### config.mk
export PLATFORM = sky130hd
export DESIGN_NAME = addr_gpio_mux
export DESIGN_NICKNAME = d
export VERILOG_FILES = /design/src/rtl/agm_pkg.sv /design/src/rtl/agm_regs.sv /design/src/rtl/agm_sync.sv /design/src/rtl/agm_pin_mux.sv /design/src/rtl/agm_readback.sv /design/src/rtl/addr_gpio_mux.sv
export SDC_FILE = /design/constraint.sdc
export NUM_CORES = 1
export LEC_CHECK = 0
export ABC_AREA = 1
export BUFFER_PORTS_ARGS = -buffer_cell sky130_fd_sc_hd__buf_4
export CAP_MARGIN = 10
export CORE_MARGIN = 2
export CORE_UTILIZATION = 50
export CTS_CLUSTER_DIAMETER = 60
export DETAILED_ROUTE_END_ITERATION = 10
export PLACE_DENSITY = 0.75
export SYNTH_ARGS = -nofsm -noshare
export SYNTH_HDL_FRONTEND = slang
export SYNTH_SLANG_ARGS = --single-unit
export TNS_END_PERCENT = 5
### constraint.sdc
create_clock -name clk -period 1.3 [get_ports clk]
set_input_delay 0.195 -clock clk [delete_from_list [all_inputs] [get_ports clk]]
set_output_delay 0.195 -clock clk [all_outputs]
set_load 0.005 [all_outputs]
### src/rtl/agm_pkg.sv
package agm_pkg;

  localparam int MODE_W      = 2;
  localparam int SEL_W       = 2;
  localparam int SYNC_STAGES = 2;

  typedef enum logic [SEL_W-1:0] {
    SEL_EN   = 2'd0,
    SEL_DIR  = 2'd1,
    SEL_DAT  = 2'd2,
    SEL_NONE = 2'd3
  } agm_sel_e;

  // handover is allowed only in the two permitting bus modes
  function automatic logic mode_permits(input logic [MODE_W-1:0] mode);
    return (mode == 2'b00) || (mode == 2'b11);
  endfunction

  // per-bit readback of the data register: latch for outputs, pad for inputs
  function automatic logic data_view(input logic dir, input logic latch, input logic pad);
    return dir ? latch : pad;
  endfunction

endpackage

### src/rtl/agm_regs.sv
module agm_regs
  import agm_pkg::*;
#(
  parameter int W = 16,
  parameter logic [W-1:0] LIVE_MASK = '1
) (
  input  logic           clk,
  input  logic           rst_n,
  input  logic           we,
  input  agm_sel_e       sel,
  input  logic [W-1:0]   wdata,
  output logic [W-1:0]   en_q,
  output logic [W-1:0]   dir_q,
  output logic [W-1:0]   dat_q
);

  logic [W-1:0] wmasked;
  logic         wr_en, wr_dir, wr_dat;

  assign wmasked = wdata & LIVE_MASK;
  assign wr_en   = we && (sel == SEL_EN);
  assign wr_dir  = we && (sel == SEL_DIR);
  assign wr_dat  = we && (sel == SEL_DAT);

  always_ff @(posedge clk or negedge rst_n) begin
    if (!rst_n) begin
      en_q  <= '0;
      dir_q <= '0;
      dat_q <= '0;
    end else begin
      if (wr_en)  en_q  <= wmasked;
      if (wr_dir) dir_q <= wmasked;
      if (wr_dat) dat_q <= wmasked;
    end
  end

  // a write lands at the next edge with absent bits cleared
  assert_write_lands_R1: assert property (@(posedge clk) disable iff (!rst_n)
    wr_en |=> en_q == ($past(wdata) & LIVE_MASK));

  // an unselected register holds across a write
  assert_dir_holds_R1: assert property (@(posedge clk) disable iff (!rst_n)
    (we && sel != SEL_DIR) |=> $stable(dir_q));

  // absent bits never become set
  assert_absent_clear_R9: assert property (@(posedge clk) disable iff (!rst_n)
    ((en_q | dir_q | dat_q) & ~LIVE_MASK) == '0);

endmodule

### src/rtl/agm_sync.sv
module agm_sync
  import agm_pkg::*;
#(
  parameter int W = 16
) (
  input  logic         clk,
  input  logic         rst_n,
  input  logic [W-1:0] d,
  output logic [W-1:0] q
);

  logic [W-1:0] stage [SYNC_STAGES];

  generate
    for (genvar s = 0; s < SYNC_STAGES; s++) begin : g_stage
      always_ff @(posedge clk or negedge rst_n) begin
        if (!rst_n) stage[s] <= '0;
        else if (s == 0) stage[s] <= d;
        else stage[s] <= stage[(s == 0) ? 0 : s-1];
      end
    end
  endgenerate

  assign q = stage[SYNC_STAGES-1];

  // cycles since reset, saturating, so the latency check looks only at post-reset history
  logic [1:0] warm;
  always_ff @(posedge clk or negedge rst_n) begin
    if (!rst_n) warm <= '0;
    else if (warm != 2'd3) warm <= warm + 2'd1;
  end

  // the synchronized value trails the pad by exactly two edges
  assert_sync_latency_R7: assert property (@(posedge clk) disable iff (!rst_n)
    (warm >= 2'd2) |-> q == $past(d, 2));

endmodule

### src/rtl/agm_pin_mux.sv
module agm_pin_mux #(
  parameter int W = 16
) (
  input  logic         permit,
  input  logic [W-1:0] en_q,
  input  logic [W-1:0] dir_q,
  input  logic [W-1:0] dat_q,
  input  logic [W-1:0] mc_addr,
  input  logic         mc_addr_oe,
  output logic [W-1:0] gpio_sel,
  output logic [W-1:0] pin_out,
  output logic [W-1:0] pin_oe
);

  generate
    for (genvar i = 0; i < W; i++) begin : g_pin
      assign gpio_sel[i] = en_q[i] & permit;
      assign pin_out[i]  = gpio_sel[i] ? dat_q[i] : mc_addr[i];
      assign pin_oe[i]   = gpio_sel[i] ? dir_q[i] : mc_addr_oe;
    end
  endgenerate

endmodule

### src/rtl/agm_readback.sv
module agm_readback
  import agm_pkg::*;
#(
  parameter int W = 16,
  parameter logic [W-1:0] LIVE_MASK = '1
) (
  input  logic         clk,
  input  logic         rst_n,
  input  logic         rd,
  input  agm_sel_e     sel,
  input  logic [W-1:0] en_q,
  input  logic [W-1:0] dir_q,
  input  logic [W-1:0] dat_q,
  input  logic [W-1:0] pad_sync,
  output logic [W-1:0] rdata
);

  logic [W-1:0] dat_view;
  logic [W-1:0] rd_next;

  generate
    for (genvar i = 0; i < W; i++) begin : g_view
      assign dat_view[i] = data_view(dir_q[i], dat_q[i], pad_sync[i]) & LIVE_MASK[i];
    end
  endgenerate

  always_comb begin
    unique case (sel)
      SEL_EN:  rd_next = en_q;
      SEL_DIR: rd_next = dir_q;
      SEL_DAT: rd_next = dat_view;
      default: rd_next = '0;
    endcase
  end

  always_ff @(posedge clk or negedge rst_n) begin
    if (!rst_n)  rdata <= '0;
    else if (rd) rdata <= rd_next;
  end

  // the unused select returns zero
  assert_none_reads_zero_R1: assert property (@(posedge clk) disable iff (!rst_n)
    (rd && sel == SEL_NONE) |=> rdata == '0);

  // absent bits never appear on the read port
  assert_rdata_absent_R9: assert property (@(posedge clk) disable iff (!rst_n)
    (rdata & ~LIVE_MASK) == '0);

endmodule

### src/rtl/addr_gpio_mux.sv
module addr_gpio_mux
  import agm_pkg::*;
#(
  parameter int NPINS        = 16,
  parameter bit HAS_TOP_PAIR = 1'b1
) (
  input  logic              clk,
  input  logic              rst_n,
  input  logic              reg_we,
  input  logic              reg_rd,
  input  logic [SEL_W-1:0]  reg_sel,
  input  logic [NPINS-1:0]  reg_wdata,
  output logic [NPINS-1:0]  reg_rdata,
  input  logic [MODE_W-1:0] bus_mode,
  input  logic [NPINS-1:0]  mc_addr,
  input  logic              mc_addr_oe,
  output logic [NPINS-1:0]  pin_out,
  output logic [NPINS-1:0]  pin_oe,
  input  logic [NPINS-1:0]  pin_in
);

  localparam logic [NPINS-1:0] LIVE_MASK =
    HAS_TOP_PAIR ? {NPINS{1'b1}} : {2'b00, {(NPINS-2){1'b1}}};

  agm_sel_e         sel;
  logic             permit;
  logic [NPINS-1:0] en_q, dir_q, dat_q;
  logic [NPINS-1:0] pad_sync;
  logic [NPINS-1:0] gpio_sel;

  assign sel    = agm_sel_e'(reg_sel);
  assign permit = mode_permits(bus_mode);

  agm_regs #(.W(NPINS), .LIVE_MASK(LIVE_MASK)) u_regs (
    .clk(clk), .rst_n(rst_n), .we(reg_we), .sel(sel), .wdata(reg_wdata),
    .en_q(en_q), .dir_q(dir_q), .dat_q(dat_q)
  );

  agm_sync #(.W(NPINS)) u_sync (
    .clk(clk), .rst_n(rst_n), .d(pin_in), .q(pad_sync)
  );

  agm_pin_mux #(.W(NPINS)) u_mux (
    .permit(permit), .en_q(en_q), .dir_q(dir_q), .dat_q(dat_q),
    .mc_addr(mc_addr), .mc_addr_oe(mc_addr_oe),
    .gpio_sel(gpio_sel), .pin_out(pin_out), .pin_oe(pin_oe)
  );

  agm_readback #(.W(NPINS), .LIVE_MASK(LIVE_MASK)) u_rb (
    .clk(clk), .rst_n(rst_n), .rd(reg_rd), .sel(sel),
    .en_q(en_q), .dir_q(dir_q), .dat_q(dat_q), .pad_sync(pad_sync),
    .rdata(reg_rdata)
  );

  // a blocked mode puts every pad on the address
  assert_blocked_mode_R3: assert property (@(posedge clk) disable iff (!rst_n)
    (bus_mode == 2'b01 || bus_mode == 2'b10) |->
      (pin_out == mc_addr && pin_oe == {NPINS{mc_addr_oe}}));

  // an output GPIO pad drives its latch bit
  assert_gpio_drive_R6: assert property (@(posedge clk) disable iff (!rst_n)
    ((pin_out ^ dat_q) & gpio_sel & dir_q) == '0);

  // an input GPIO pad is never driven
  assert_gpio_input_R5: assert property (@(posedge clk) disable iff (!rst_n)
    (pin_oe & gpio_sel & ~dir_q) == '0);

  // a pad whose enable bit is clear follows the controller
  assert_addr_pin_R2: assert property (@(posedge clk) disable iff (!rst_n)
    ((pin_out ^ mc_addr) & ~en_q) == '0);

  // the first cycle out of reset has no handover
  assert_reset_addr_R4: assert property (@(posedge clk) disable iff (!rst_n)
    $rose(rst_n) |-> gpio_sel == '0);

  // absent pads are never handed over
  assert_top_pair_addr_R9: assert property (@(posedge clk) disable iff (!rst_n)
    (gpio_sel & ~LIVE_MASK) == '0);

endmodule

==> results of run 1 <==
[layout make-up]
type | instances | area (um2) | area share (%)
sequential | 96 | 2400 | 41.1
clock inverter | 7 | 77.6 | 1.33
tap | 108 | 135 | 2.31
timing repair buffer | 142 | 1150 | 19.6
clock buffer | 9 | 124 | 2.12
multi-input combinational | 344 | 1660 | 28.3
inverter | 80 | 303 | 5.18
[cell usage after synthesis]
| library cell | count | area, um2 |
|---|---|---|
| nor2_8 | 1 | 20.0 |
| inv_1 | 79 | 297 |
| dfrtp_1 | 96 | 2400 |
| clkbuf_1 | 2 | 7.51 |
| buf_2 | 10 | 50.1 |
| o21ai_2 | 16 | 140 |
| nand2_2 | 1 | 6.26 |
| nand3_1 | 24 | 120 |
| nand2_1 | 227 | 852 |
| o21ai_1 | 29 | 145 |
| nand3_2 | 9 | 90.1 |
| nand2_4 | 1 | 11.3 |
| buf_1 | 1 | 3.75 |
| buf_6 | 6 | 67.6 |
| inv_4 | 1 | 6.26 |
| xnor2_2 | 1 | 16.3 |
| buf_8 | 1 | 15.0 |
| nor2_4 | 1 | 11.3 |
| o21ai_0 | 34 | 170 |
[power by group through the flow]
stage	clock network (W)	logic, W	registers [W]
finish	0.00197	0.00174	0.00360
global route	0.00216	0.00196	0.00365
CTS	0.00202	0.00171	0.00360
detailed placement	0	0.00157	0.00365
global placement	0	0.00152	0.00363
floorplan	0	0.000851	0.00360
[metal layers]
layer  GRT usage, %  up-vias
li1               -     1926
met1           29.8     1781
met2           39.4       98
met3           5.08       17
met4           7.17        0
met5              0        -
[worst max-delay path, cell delays in order (launching register included)]
cell	delay (ps)
dfrtp_1	410
nand2_2	120
nand2_1	70
o21ai_1	90
buf_4	130
[cell families (layout without fill, tap and decap cells)]
| kind of cell | count (synthesis) | after routing | synth area share [%] |
|---|---|---|---|
| DFF | 96 | 96 | 54.2 |
| xor gates and xnor gates | 1 | 1 | 0.367 |
| buffers and inverters | 100 | 238 | 10.1 |
| and+or+nand+nor | 264 | 264 | 25.1 |
| AOI/OAI and AO/OA | 79 | 79 | 10.3 |
[worst min path at each step]
| stage | start | to | slack (ps) |
|---|---|---|---|
| 6_report | reg_wdata[2] | u_regs.dat_q[2] | 100 |
| 5_1_grt | reg_wdata[8] | u_regs.dat_q[8] | 100 |
| 4_1_cts | reg_wdata[13] | u_regs.dat_q[13] | 100 |
| 3_5_place_dp | rst_n | u_sync.stage[18] | 40 |
| 3_3_place_gp | rst_n | u_sync.stage[18] | 40 |
| 2_1_floorplan | rst_n | u_rb.rdata[0] | -100 |
[flip-flops by register name (all words and copies together) (netlist names)]
register and flops:
u_regs.dir_q 16, u_sync.q 16, u_sync.stage 16, u_regs.en_q 16
u_regs.dat_q 16, u_rb.rdata 16
[what timing repair did]
item / 4_1_cts / 5_1_grt
endpoints found under the hold margin: 112 / 0
endpoints found under the setup margin: 32 / 32
buffers inserted: 7 / 1
pin swaps: 15 / 1
gates resized for setup: 24 / 16
hold buffers: 17 / 0
[through the flow]
step / TNS (ps) / instance area (um2) / hold slack [ps] / cells
3_5_place_dp: -64.8 / 5340 / 40.7 / 745
6_report: -814 / 5840 / 104 / 786
5_1_grt: -3030 / 5840 / 103 / 786
3_3_place_gp: -36.9 / 5340 / 37.9 / 745
2_1_floorplan: 0 / 4430 / -101 / 540
4_1_cts: -979 / 5800 / 101 / 785
==> flow_metrics.env, run 1 <==
export IMPL_outcome="finished with violations"
export IMPL_violations="setup timing"
export IMPL_grt_max_degree=53
export IMPL_wl_met1_um=4530
export IMPL_worst_pin_slew_ps=453
export IMPL_crit_required_ps=1110
export IMPL_grt_overflow=0
export IMPL_r2r_end="u_rb.rdata[10]"
export IMPL_rsz0062_at_grt="yes"
export IMPL_initial_core_util_pct=51.1
export IMPL_avgSynthCellArea_um2=8.21
export IMPL_area_growth_pct=31.9
export IMPL_hpwl_um=7410
export IMPL_final_cell_mix="nand2_1 (208), buf_4 (122), dfrtp_1 (96)"
export IMPL_period_needed_ps=1380
export IMPL_antenna_found_initial=0
export IMPL_track_usage_pct=23.1
export IMPL_grt_pass1_vias=3731
export IMPL_hold_viol_final=0
export IMPL_numCtsBuffers=9
export IMPL_drive_gt1_share_pct=29.5
export IMPL_p_int_w=0.00508
export IMPL_fmax_mhz=722
export IMPL_highest_layer="met4"
export IMPL_worst_slack_ps=-84.4
export IMPL_dr_pass1_iters=4
export IMPL_final_common_cell="nand2_1"
export IMPL_irDropWorstVdd_mv=0.807
export IMPL_clock_sinks=96
export IMPL_worstSetupStartpointType="register"
export IMPL_diodes=0
export IMPL_p_sw_w=0.00224
export IMPL_wl_met2_um=5470
export IMPL_io_buffers=104
export IMPL_p_seq_share_pct=49.2
export IMPL_ys_types=19
export IMPL_hold_path_cell_count=3
export IMPL_drc=0
export IMPL_antenna_left=0
export IMPL_cts_root_buf="clkbuf_8"
export IMPL_num_rows=34
export IMPL_syn_inst=540
export IMPL_post_drt_wl_per_cell_um=13.6
export IMPL_swShare_pct=30.6
export IMPL_setup_worst_path_start="u_regs.en_q[3]"
export IMPL_cts_tree="built"
export IMPL_power_density_nw_per_um2=1250
export IMPL_final_util_pct=67.3
export IMPL_drt_iter0_markers=123
export IMPL_maxCapViolations=0
export IMPL_die_h_um=98.1
export IMPL_clk_pin_slew_ps=100
export IMPL_num_fill_cells=727
export IMPL_setup_violations=29
export IMPL_critPathArrivalTime_ps=1190
export IMPL_finalWirelength_um=10700
export IMPL_dr_wl_met3_um=530
export IMPL_place_congestion=0.818
export IMPL_endpoint="pin_oe[3]"
export IMPL_r2r_start="u_regs.en_q[10]"
export IMPL_grt_pass1_wl_um=17600
export IMPL_timing_worst_setup_path_type="register to output port"
export IMPL_critPathMaxFanout=4
export IMPL_vias=3822
export IMPL_vias_per_cell=4.86
export IMPL_fin_total_pwr_w=0.00732
export IMPL_reg2reg_depth=7
export IMPL_worstSetupEndpointType="output port"
export IMPL_ios=105
export IMPL_nets=730
export IMPL_slew_viol_final=0
export IMPL_ff2ff_setup_slack_ps=280
export IMPL_synth_seq_area_share_pct=54.2
export IMPL_power_share_clock_pct=26.9
export IMPL_comb_power_share_pct=23.8
export IMPL_syn_nets=597
export IMPL_clock_latency_ps=360
export IMPL_ys_ff_latch=96
export IMPL_dp_slack_ps=-24.1
export IMPL_syn_cell_area_um2=4430
export IMPL_p_leak_nw=3.19
export IMPL_yosysWarnings=0
export IMPL_die_area_um2=9630
export IMPL_worstHoldPathType="primary input to register"
export IMPL_fp_coreArea_um2=8680
export IMPL_post_route_period_util_pct=106
export IMPL_die_w_um=98.1
export IMPL_cts_buffer_depth=2
export IMPL_relSlewSlack_pct=69.8
export IMPL_finClkSkew_ps=10.4
export IMPL_htreeDepth=3
Note: power is estimated with default switching activity, not from simulation.
==> inputs of run 2 (changes only) <==
--- a/config.mk
+++ b/config.mk
@@ -6,6 +6,7 @@
 export NUM_CORES = 1
 export LEC_CHECK = 0
 export ABC_AREA = 1
+export ABC_CLOCK_PERIOD_IN_PS = 1300
 export BUFFER_PORTS_ARGS = -buffer_cell sky130_fd_sc_hd__buf_4
 export CAP_MARGIN = 10
 export CORE_MARGIN = 2
@@ -13,6 +14,7 @@
 export CTS_CLUSTER_DIAMETER = 60
 export DETAILED_ROUTE_END_ITERATION = 10
 export PLACE_DENSITY = 0.75
+export SKIP_LAST_GASP = 1
 export SYNTH_ARGS = -nofsm -noshare
 export SYNTH_HDL_FRONTEND = slang
 export SYNTH_SLANG_ARGS = --single-unit
==> flow_metrics.env, run 2 (synthesis results as in run 1) <==
export IMPL_hpwl_um=7410
export IMPL_critPathArrivalTime_ps=1170
export IMPL_drt_iter0_markers=115
export IMPL_crit_required_ps=1110
export IMPL_die_h_um=98.1
export IMPL_grt_pass1_vias=3739
export IMPL_final_util_pct=67.1
export IMPL_final_common_cell="nand2_1"
export IMPL_cts_root_buf="clkbuf_8"
export IMPL_worstSetupStartpointType="register"
export IMPL_setup_violations=31
export IMPL_die_w_um=98.1
export IMPL_fmax_mhz=732
export IMPL_finalWirelength_um=10700
export IMPL_vias_per_cell=4.87
export IMPL_dpl_cell_area_um2=5340
export IMPL_worst_slack_ps=-66.1
export IMPL_critPathMaxFanout=4
export IMPL_vias=3836
export IMPL_final_cell_mix="nand2_1 (212), buf_4 (123), dfrtp_1 (96)"
export IMPL_place_congestion=0.818
export IMPL_drive_gt1_share_pct=27.8
export IMPL_p_leak_nw=3.19
export IMPL_outcome="finished with violations"
export IMPL_grt_pass1_wl_um=17700
export IMPL_clock_sinks=96
export IMPL_timing_hold_ws_ps=110
export IMPL_period_needed_ps=1370
export IMPL_initial_core_util_pct=51.1
export IMPL_timing_worst_setup_path_type="register to output port"
export IMPL_ios=105
export IMPL_numCtsBuffers=9
export IMPL_htreeDepth=3
export IMPL_diodes=0
export IMPL_power_density_nw_per_um2=1250
export IMPL_maxCapViolations=0
export IMPL_post_route_period_util_pct=105
export IMPL_clk_pin_slew_ps=100
export IMPL_antenna_found_initial=0
export IMPL_setup_worst_path_start="u_regs.en_q[13]"
export IMPL_min_delay_start="reg_wdata[2]"
export IMPL_worstSetupEndpointType="output port"
export IMPL_post_drt_wl_per_cell_um=13.5
export IMPL_grt_max_degree=53
export IMPL_violations="setup timing"
export IMPL_r2r_start="u_regs.dir_q[2]"
export IMPL_antenna_left=0
export IMPL_worst_pin_slew_ps=461
export IMPL_num_fill_cells=722
export IMPL_rsz0062_at_grt="yes"
export IMPL_finalInstanceArea_um2=5830
export IMPL_cts_tree="built"
export IMPL_num_rows=34
export IMPL_die_area_um2=9630
export IMPL_cts_buffer_depth=2
export IMPL_io_buffers=104
export IMPL_hold_viol_final=0
export IMPL_dr_pass1_iters=4
export IMPL_finClkSkew_ps=9.42
export IMPL_track_usage_pct=23.1
export IMPL_irDropWorstVdd_mv=0.807
export IMPL_relSlewSlack_pct=69.3
export IMPL_grt_overflow=0
export IMPL_worstHoldPathType="primary input to register"
export IMPL_fp_coreArea_um2=8680
export IMPL_setup_tns_final_ps=-826
export IMPL_area_growth_pct=31.5
export IMPL_clock_latency_ps=360
export IMPL_slew_viol_final=0
export IMPL_drc=0
export IMPL_dp_slack_ps=-24.1
export IMPL_nets=732
## run 2: cell count changes in the layout (fill, tap and decap cells not counted), sizes merged
cell	change
buf	+2
## run 2: stage by stage
step	cells	power, W
2_1_floorplan	540	0.00445
3_3_place_gp	745	0.00516
3_5_place_dp	745	0.00522
4_1_cts	785	0.00732
5_1_grt	788	0.00775
6_report	788	0.00729
## run 2: layout make-up
cell class	count	area, um2	area share, %
multi-input combinational	344	1620	27.8
inverter	80	303	5.20
sequential	96	2400	41.2
tap	108	135	2.32
timing repair buffer	144	1160	20.0
clock buffer	9	124	2.13
clock inverter	7	77.6	1.33
## run 2: path summary, 6_finish.rpt
check	endpoint	slack [ps]	depth (start not counted)
max	pin_oe[13]	-70	4
min	u_regs.dat_q[2]	110	3
max reg2reg	u_rb.rdata[2]	260	7
min reg2reg	u_sync.q[9]	350	0
max in group asynchronous	u_rb.rdata[10]	590	3
min in group asynchronous	u_sync.stage[18]	200	2
## run 2: metal layers
| metal | part of all wire, % | track usage, % |
|---|---|---|
| met1 | 43 | 30.0 |
| met2 | 51 | 39.3 |
| met3 | 4.8 | 4.72 |
| met4 | 1.8 | 7.38 |
| met5 | 0 | 0 |
## run 2: power breakdown
group | switching (W) | internal (W) | total, W
Clock | 0.00105 | 0.000909 | 0.00196
Sequential | 0.000253 | 0.00335 | 0.00360
Combinational | 0.000899 | 0.000826 | 0.00173
## run 2: critical path, stage by stage, from the launching register on
cell,delay [ps]
dfrtp_1,420
nand2_2,110
nand2_1,60
o21ai_1,90
buf_4,130
## run 2: repair_timing
action,4_1_cts,5_1_grt
endpoints found under the hold margin,112,0
resized for setup,17,5
endpoints found under the setup margin,32,32
pin swaps,3,0
hold buffers,17,0
setup buffers,7,3
